===== config.mk =====
export PLATFORM = sky130hd
export DESIGN_NAME = bus_strobe_gen
export DESIGN_NICKNAME = d
export VERILOG_FILES = /design/src/rtl/strobe_pkg.sv /design/src/rtl/strobe_phase_dec.sv /design/src/rtl/strobe_ctx_latch.sv /design/src/rtl/strobe_out_reg.sv /design/src/rtl/bus_strobe_gen.sv
export SDC_FILE = /design/constraint.sdc
export NUM_CORES = 1
export LEC_CHECK = 0
export ABC_AREA = 1
export BUFFER_PORTS_ARGS = -buffer_cell sky130_fd_sc_hd__buf_2
export CORE_AREA = 2 2 39 41
export CTS_CLUSTER_SIZE = 20
export DETAILED_ROUTE_END_ITERATION = 7
export DIE_AREA = 0 0 41 43
export GPL_ROUTABILITY_DRIVEN = 0
export SKIP_LAST_GASP = 1
export SYNTH_ARGS = -nofsm -noshare
export SYNTH_HDL_FRONTEND = slang
export SYNTH_SLANG_ARGS = --single-unit

===== constraint.sdc =====
create_clock -name clk_i -period 1.35 [get_ports clk_i]
set_input_delay 0.27 -clock clk_i [delete_from_list [all_inputs] [get_ports clk_i]]
set_output_delay 0.27 -clock clk_i [all_outputs]
set_load 0.05 [all_outputs]

===== src/rtl/strobe_pkg.sv =====
package strobe_pkg;

  // Flags describing one machine cycle, captured at phase 0.
  typedef struct packed {
    logic ext;   // running from external code
    logic xdat;  // external data move
    logic ctab;  // code-table read
    logic dis;   // software ALE-disable
  } cyc_ctx_t;

  localparam cyc_ctx_t CTX_IDLE = '{ext: 1'b0, xdat: 1'b0, ctab: 1'b0, dis: 1'b0};

endpackage


===== src/rtl/strobe_phase_dec.sv =====
module strobe_phase_dec #(
  parameter int HALF_LEN   = 6,
  parameter int ALE_START  = 0,
  parameter int ALE_W      = 2,
  parameter int PSEN_START = 2,
  parameter int PSEN_W     = 3,
  parameter int PHASE_W    = 4
) (
  input  logic [PHASE_W-1:0] phase,
  output logic               is_zero,
  output logic               second_half,
  output logic               ale_win,
  output logic               psen_win
);

  localparam int CYC_LEN = 2 * HALF_LEN;

  logic [1:0] ale_hit;
  logic [1:0] psen_hit;
  int unsigned ph;

  assign ph = 32'(phase);

  // One window pair per half of the machine cycle.
  for (genvar g = 0; g < 2; g++) begin : g_half
    localparam int BASE = g * HALF_LEN;
    assign ale_hit[g]  = (ph >= BASE + ALE_START) &&
                         (ph <  BASE + ALE_START + ALE_W);
    assign psen_hit[g] = (ph >= BASE + PSEN_START) &&
                         (ph <  BASE + PSEN_START + PSEN_W);
  end

  assign is_zero     = (ph == 0);
  assign second_half = (ph >= HALF_LEN) && (ph < CYC_LEN);
  assign ale_win     = |ale_hit;
  assign psen_win    = |psen_hit;

endmodule


===== src/rtl/strobe_ctx_latch.sv =====
module strobe_ctx_latch
  import strobe_pkg::*;
(
  input  logic     clk,
  input  logic     rst,
  input  logic     capture,
  input  cyc_ctx_t ctx_in,
  output cyc_ctx_t ctx_eff,
  output cyc_ctx_t ctx_q
);

  // At phase 0 the fresh flags apply at once; later phases use the held copy.
  assign ctx_eff = capture ? ctx_in : ctx_q;

  always_ff @(posedge clk) begin
    if (rst) begin
      ctx_q <= CTX_IDLE;
    end else if (capture) begin
      ctx_q <= ctx_in;
    end
  end

endmodule


===== src/rtl/strobe_out_reg.sv =====
module strobe_out_reg
  import strobe_pkg::*;
(
  input  logic     clk,
  input  logic     rst,
  input  cyc_ctx_t ctx,
  input  logic     second_half,
  input  logic     ale_win,
  input  logic     psen_win,
  output logic     ale_q,
  output logic     psen_n_q
);

  logic hold_high;
  logic ale_skip;
  logic ale_d;
  logic psen_n_d;

  // Disable only bites for internal execution outside data/table cycles.
  assign hold_high = ctx.dis & ~ctx.ext & ~ctx.xdat & ~ctx.ctab;
  assign ale_skip  = ctx.xdat & second_half;
  assign ale_d     = hold_high | (ale_win & ~ale_skip);
  assign psen_n_d  = ~(psen_win & ctx.ext & ~ctx.xdat);

  always_ff @(posedge clk) begin
    if (rst) begin
      ale_q    <= 1'b0;
      psen_n_q <= 1'b1;
    end else begin
      ale_q    <= ale_d;
      psen_n_q <= psen_n_d;
    end
  end

endmodule


===== src/rtl/bus_strobe_gen.sv =====
module bus_strobe_gen
  import strobe_pkg::*;
#(
  parameter int HALF_LEN   = 6,
  parameter int ALE_START  = 0,
  parameter int ALE_W      = 2,
  parameter int PSEN_START = 2,
  parameter int PSEN_W     = 3,
  localparam int PHASE_W   = $clog2(2 * HALF_LEN)
) (
  input  logic               clk_i,
  input  logic               rst_i,
  input  logic [PHASE_W-1:0] phase_i,
  input  logic               ext_exec_i,
  input  logic               xdata_i,
  input  logic               ctab_i,
  input  logic               ale_dis_i,
  output logic               ale_o,
  output logic               psen_n_o
);

  cyc_ctx_t ctx_in;
  cyc_ctx_t eff_ctx;
  cyc_ctx_t ctx_q;
  logic     ph_zero;
  logic     ph_second;
  logic     win_ale;
  logic     win_psen;

  assign ctx_in = '{ext: ext_exec_i, xdat: xdata_i, ctab: ctab_i, dis: ale_dis_i};

  strobe_phase_dec #(
    .HALF_LEN  (HALF_LEN),
    .ALE_START (ALE_START),
    .ALE_W     (ALE_W),
    .PSEN_START(PSEN_START),
    .PSEN_W    (PSEN_W),
    .PHASE_W   (PHASE_W)
  ) u_dec (
    .phase      (phase_i),
    .is_zero    (ph_zero),
    .second_half(ph_second),
    .ale_win    (win_ale),
    .psen_win   (win_psen)
  );

  strobe_ctx_latch u_ctx (
    .clk    (clk_i),
    .rst    (rst_i),
    .capture(ph_zero),
    .ctx_in (ctx_in),
    .ctx_eff(eff_ctx),
    .ctx_q  (ctx_q)
  );

  strobe_out_reg u_out (
    .clk        (clk_i),
    .rst        (rst_i),
    .ctx        (eff_ctx),
    .second_half(ph_second),
    .ale_win    (win_ale),
    .psen_win   (win_psen),
    .ale_q      (ale_o),
    .psen_n_q   (psen_n_o)
  );

endmodule


Word level (Yosys, flattened, before mapping) --
Index checks and enable logic that the tools add are counted.
Cells by class: multiplexer cells 1, bitwise logic cells 13, reductions and logical operators 8, $lt $le $gt $ge 9
Operators with widths (number):
- $logic_not A32 Y1 | 1
- $lt A4 B4 Y1 const B | 3
- $and A1 B1 Y1 | 7
- $logic_and A1 B1 Y1 | 5
- $not A1 Y1 | 5
- $ge A4 B1 Y1 const B | 1
- $ge A4 B2 Y1 const B | 1
- $ge A4 B3 Y1 const B | 1
- $ge A4 B4 Y1 const B | 1
- $lt A4 B2 Y1 const B | 1
- $lt A4 B3 Y1 const B | 1
- $mux W4 | 1
- $reduce_or A2 Y1 | 2
- $or A1 B1 Y1 | 1
Storage, ports and cells: bits of input ports 10, output and inout port bits 2, register bits 6, logic and storage cells 37

Depth between registers and ports, before layout --
depth after elaboration 7, gate-level depth with buffers 7, mapped depth without buffers 7

Cells and area by module --
Synthesis repeated with hierarchy kept, for this count alone.
Second synthesis, totals: cells, all modules 59, area total of the unflattened synthesis 336.6 um^2
Modules (own cells, without submodules):
- strobe_ctx_latch | instances 1, area each 191.4 um^2, cells each 33, seq. area each 80.1 um^2
- strobe_out_reg | instances 1, area each 82.6 um^2, cells each 11, seq. area each 40.0 um^2
- strobe_phase_dec | instances 1, area each 62.6 um^2, cells each 15, seq. area each 0.0 um^2

Worst setup path before layout --
OpenSTA, ideal clock, no wires.
kind in2reg, start point in phase_i[2], end point reg u_out.ale_q, setup time 0.066 ns, setup slack 0.446 ns, arrival 0.838 ns, buffers on the path 0, cell stages on the path 4, required time 1.284 ns, cell sequence or2_1 -> a21oi_1 -> nand2_1 -> a21oi_2
Between the ends: word-level cells in the longest chain between the ends 7, elaborated cells on any way between the ends 21, classes of those cells 5 x order compare; 1 x mux; 10 x bitwise; 5 x reduce/logical
RTL lines:
- start, declared | RTL line bus_strobe_gen.sv:13 | input logic [PHASE_W-1:0] phase_i,
- $logic_not A32 Y1 | RTL line strobe_phase_dec.sv:33 | assign is_zero = (ph == 0);
- $mux W4
- $not A1 Y1 | RTL line strobe_out_reg.sv:20 | assign hold_high = ctx.dis & ~ctx.ext & ~ctx.xdat & ~ctx.ctab;
- $and A1 B1 Y1 (3 in series) | RTL line strobe_out_reg.sv:20
- $or A1 B1 Y1 (*) | RTL line strobe_out_reg.sv:22 | assign ale_d = hold_high | (ale_win & ~ale_skip);
- end signal, assigned | RTL line strobe_out_reg.sv:30 | ale_q <= ale_d;
- end, declared | RTL line strobe_out_reg.sv:10 | output logic ale_q,
Mark *: on every way between the ends. The rest lies on a longest branch, timed or not. A chain may end at the register's enable or synchronous reset.

Worst setup path after layout --
start point reg u_out.psen_n_q, end point out psen_n_o
RTL lines:
- start, declared | RTL line strobe_out_reg.sv:11 | output logic psen_n_q
- start signal, assigned | RTL line strobe_out_reg.sv:31 | psen_n_q <= psen_n_d;
- end, declared | RTL line bus_strobe_gen.sv:19 | output logic psen_n_o
No word-level cell between the ends.

==> impl_results.md <==
- Status: finished, final reports clean
- Final net count: 66
- Synth cell count leaders: nand2_1 (13), dfxtp_1 (6), a21oi_1 (4), nor2_1 (4), nand3_1 (3)
- # Post-CTS Setup Buffers: 0
- Ant diodes: 0
- Clock power frac: approximately 40%
- Synth-to-layout area growth: 32.8%
- Clock transition at the registers of the reported paths: roughly 0.05 ns
- Post-route minimum period: between 1 and 1.5 ns
- CP bufs+invs: 1
- Gr usage total: about 7.3%
- Worst path max stage delay: ~0.3 ns
- Kind of critical path: flop to output port
- Switching pwr: ~0.11 mW
- WL final: roughly 610 um
- IO Port Bufs: 11
- Fin crit share: roughly four fifths
- Most common cell in the netlist: nand2_1
- # DRC: 0
- Vias in the first global route: ~230
- P_int: ~0.3 mW
- End point of the critical path: psen_n_o
- Peak VDD IR: between 200 and 250 uV
- DRT iter0 DRCs: 4
- Worst-skew pair later-pin latency: ~0.24 ns
- Mapped Avg Cell Area: 7.44 um^2
- Largest net degree at the start of global routing: 6
- DPL Wire Length: 486 um
- Core Rows: 14
- Vert. Die Dim: 43 um
- CP Cell Sequence: buf_2
- Clk buf depth: 2
- F_max: 941 MHz
- Yosys reg bits: 6
- Synth Flop Type: dfxtp_1
- Die width: ~41 um
- Post-Syn Nets: 50
- Core area: around 1400 um^2
- Clock sink count: 6
- Synth top area cells: dfxtp_1 (40%), nand2_1 (16%), nor2_4 (7.6%), a21oi_1 (6.7%), nand3_1 (5.0%)
- Yosys warnings: 0
- First drt pass iteration count: 5
- GRT Residual Overflow: 0
- Clk_skew: 0.00392 ns
- Sw Ratio: 25.7%
- Mapped Cells: 40
- Die area: between 1500 and 2000 um^2
- Total clock buffers created by CTS: 3
- Leak: ~0.19 nW
- Number of synthesized flops with an enable pin: 0
- I/O pins: 12
- Fin util: 28.6%
- CP Launch Type: flop
- Cts hold-fix bufs: 0
- Share of layout cells above drive strength 1: 35.2%
- Reg-to-reg startpoint: u_ctx.ctx_q[0]
- Via-to-Cell Ratio: 4.13
- RSZ-0062 raised after global routing: no
- Global-route wire length before repair: ~860 um
- Fin. Hold Viols: 0
- Synth top area share: 40.3%
- Initial antenna violation count: 0
- Worst Max-Slew Pin Slew: around 0.25 ns
- Worst setup path start: u_out.psen_n_q
- Via Count: 289
- Slowest CP cell: dfxtp_1
- Post-CTS sizing: 0
- Slew Limit Fails: 0
- H-tree levels: 1
- Worst reg2reg endpoint: u_out.ale_q
- Synth async-reset ratio: 0%
- Relative slew slack: a little over four fifths
- Worst EP arrival: 0.79 ns
- # setup viols final: 0
- Post-Syn Area: about 300 um^2
- CP Depth: 1
- Post-synth top area cell: dfxtp_1
- TNS Setup: 0 ns
- Reg power frac: between 40% and 50%
- ANT nets after route: 0
- CP required: ~1.1 ns
- Reg2reg setup slack: around 0.56 ns
- Avg WL per Cell: between 8 and 9 um
- Synth cell types: 14
- CP top delay family: flip-flops
- # Max-Cap Violations: 0
- Initial core utilization: around 22%
- Clock root cell: clkbuf_4
- Worst r2r path cells: 6
- Logic gate share of total power: 16.0%
- Worst hold path type: input pin to flop
- CP Capture Type: output port
- Register area share after synthesis: between 40% and 50%
- Power Dens Cells: 1050 nW/um^2
- CTS tree: yes
- Largest fanout on the critical path: 1
[cells by family after synthesis]
kind of cell | Yosys count | share of synthesized area, %
compound gates | 5 | 9.66
xor+xnor | 1 | 2.94
buf+inv | 2 | 2.52
flops | 6 | 40.3
simple gates | 26 | 44.5
[cell usage in the layout, fill, tap and decap left out]
| master | n |
|---|---|
| inv_2 | 1 |
| nand2_4 | 1 |
| nand3_1 | 3 |
| buf_2 | 11 |
| nor2_4 | 2 |
| a21oi_1 | 4 |
| clkbuf_4 | 3 |
| inv_1 | 1 |
| nand3b_1 | 1 |
| a21oi_2 | 1 |
| nor2_1 | 4 |
| nand4_1 | 1 |
| or2_1 | 1 |
| xnor2_1 | 1 |
| dfxtp_1 | 6 |
| nand2_1 | 13 |
[final cells by class]
type                            instances  area (um^2)
Tap cell                               16         20.0
Fill cell                             150          988
Multi-Input combinational cell         32          170
Timing Repair Buffer                   11         55.1
Clock buffer                            3         22.5
Sequential cell                         6          120
Inverter                                2         7.51
[sequential cells by signal, indices dropped and copies added (netlist names)]
register and flops:
u_ctx.ctx_q 4, u_out.ale_q 1, u_out.psen_n_q 1
[routing by layer]
layer / wire length [um] / vias up / GRT usage [%]
met2: 271 / 9 / 10.9
met5: 0 / - / 0
li1: - / 159 / -
met4: 0 / 0 / 4.00
met1: 290 / 121 / 8.31
met3: 51 / 0 / 3.14
[power groups by stage]
| stage | clock (mW) | combinational, mW | sequential (mW) |
|---|---|---|---|
| after global routing | 0.179 | 0.0739 | 0.185 |
| after floorplan | 0 | 0.0300 | 0.196 |
| after CTS | 0.172 | 0.0669 | 0.184 |
| final | 0.165 | 0.0665 | 0.184 |
| after global placement | 0 | 0.0662 | 0.188 |
| after detailed placement | 0 | 0.0665 | 0.188 |
[worst min path at each step]
stage,start,to,slack (ns),cells after the start
after floorplan,rst_i,u_out.ale_q,0.33,1
after global placement,u_ctx.ctx_q[1],u_ctx.ctx_q[1],0.46,2
after detailed placement,u_ctx.ctx_q[1],u_ctx.ctx_q[1],0.47,2
after CTS,rst_i,u_out.ale_q,0.24,2
after global routing,rst_i,u_out.ale_q,0.24,2
final,rst_i,u_out.ale_q,0.26,2
[metrics by stage]
| stage | instances | power, mW | hold WS (ns) | setup slack, ns | instance area (um^2) |
|---|---|---|---|---|---|
| finish | 70 | 0.416 | 0.256 | 0.288 | 395 |
| floorplan | 40 | 0.226 | 0.332 | 0.446 | 298 |
| CTS | 70 | 0.424 | 0.241 | 0.274 | 395 |
| global placement | 67 | 0.254 | 0.456 | 0.201 | 373 |
| detailed placement | 67 | 0.254 | 0.471 | 0.181 | 373 |
| global route | 70 | 0.437 | 0.245 | 0.241 | 395 |
(Power assumes the default switching activity.)
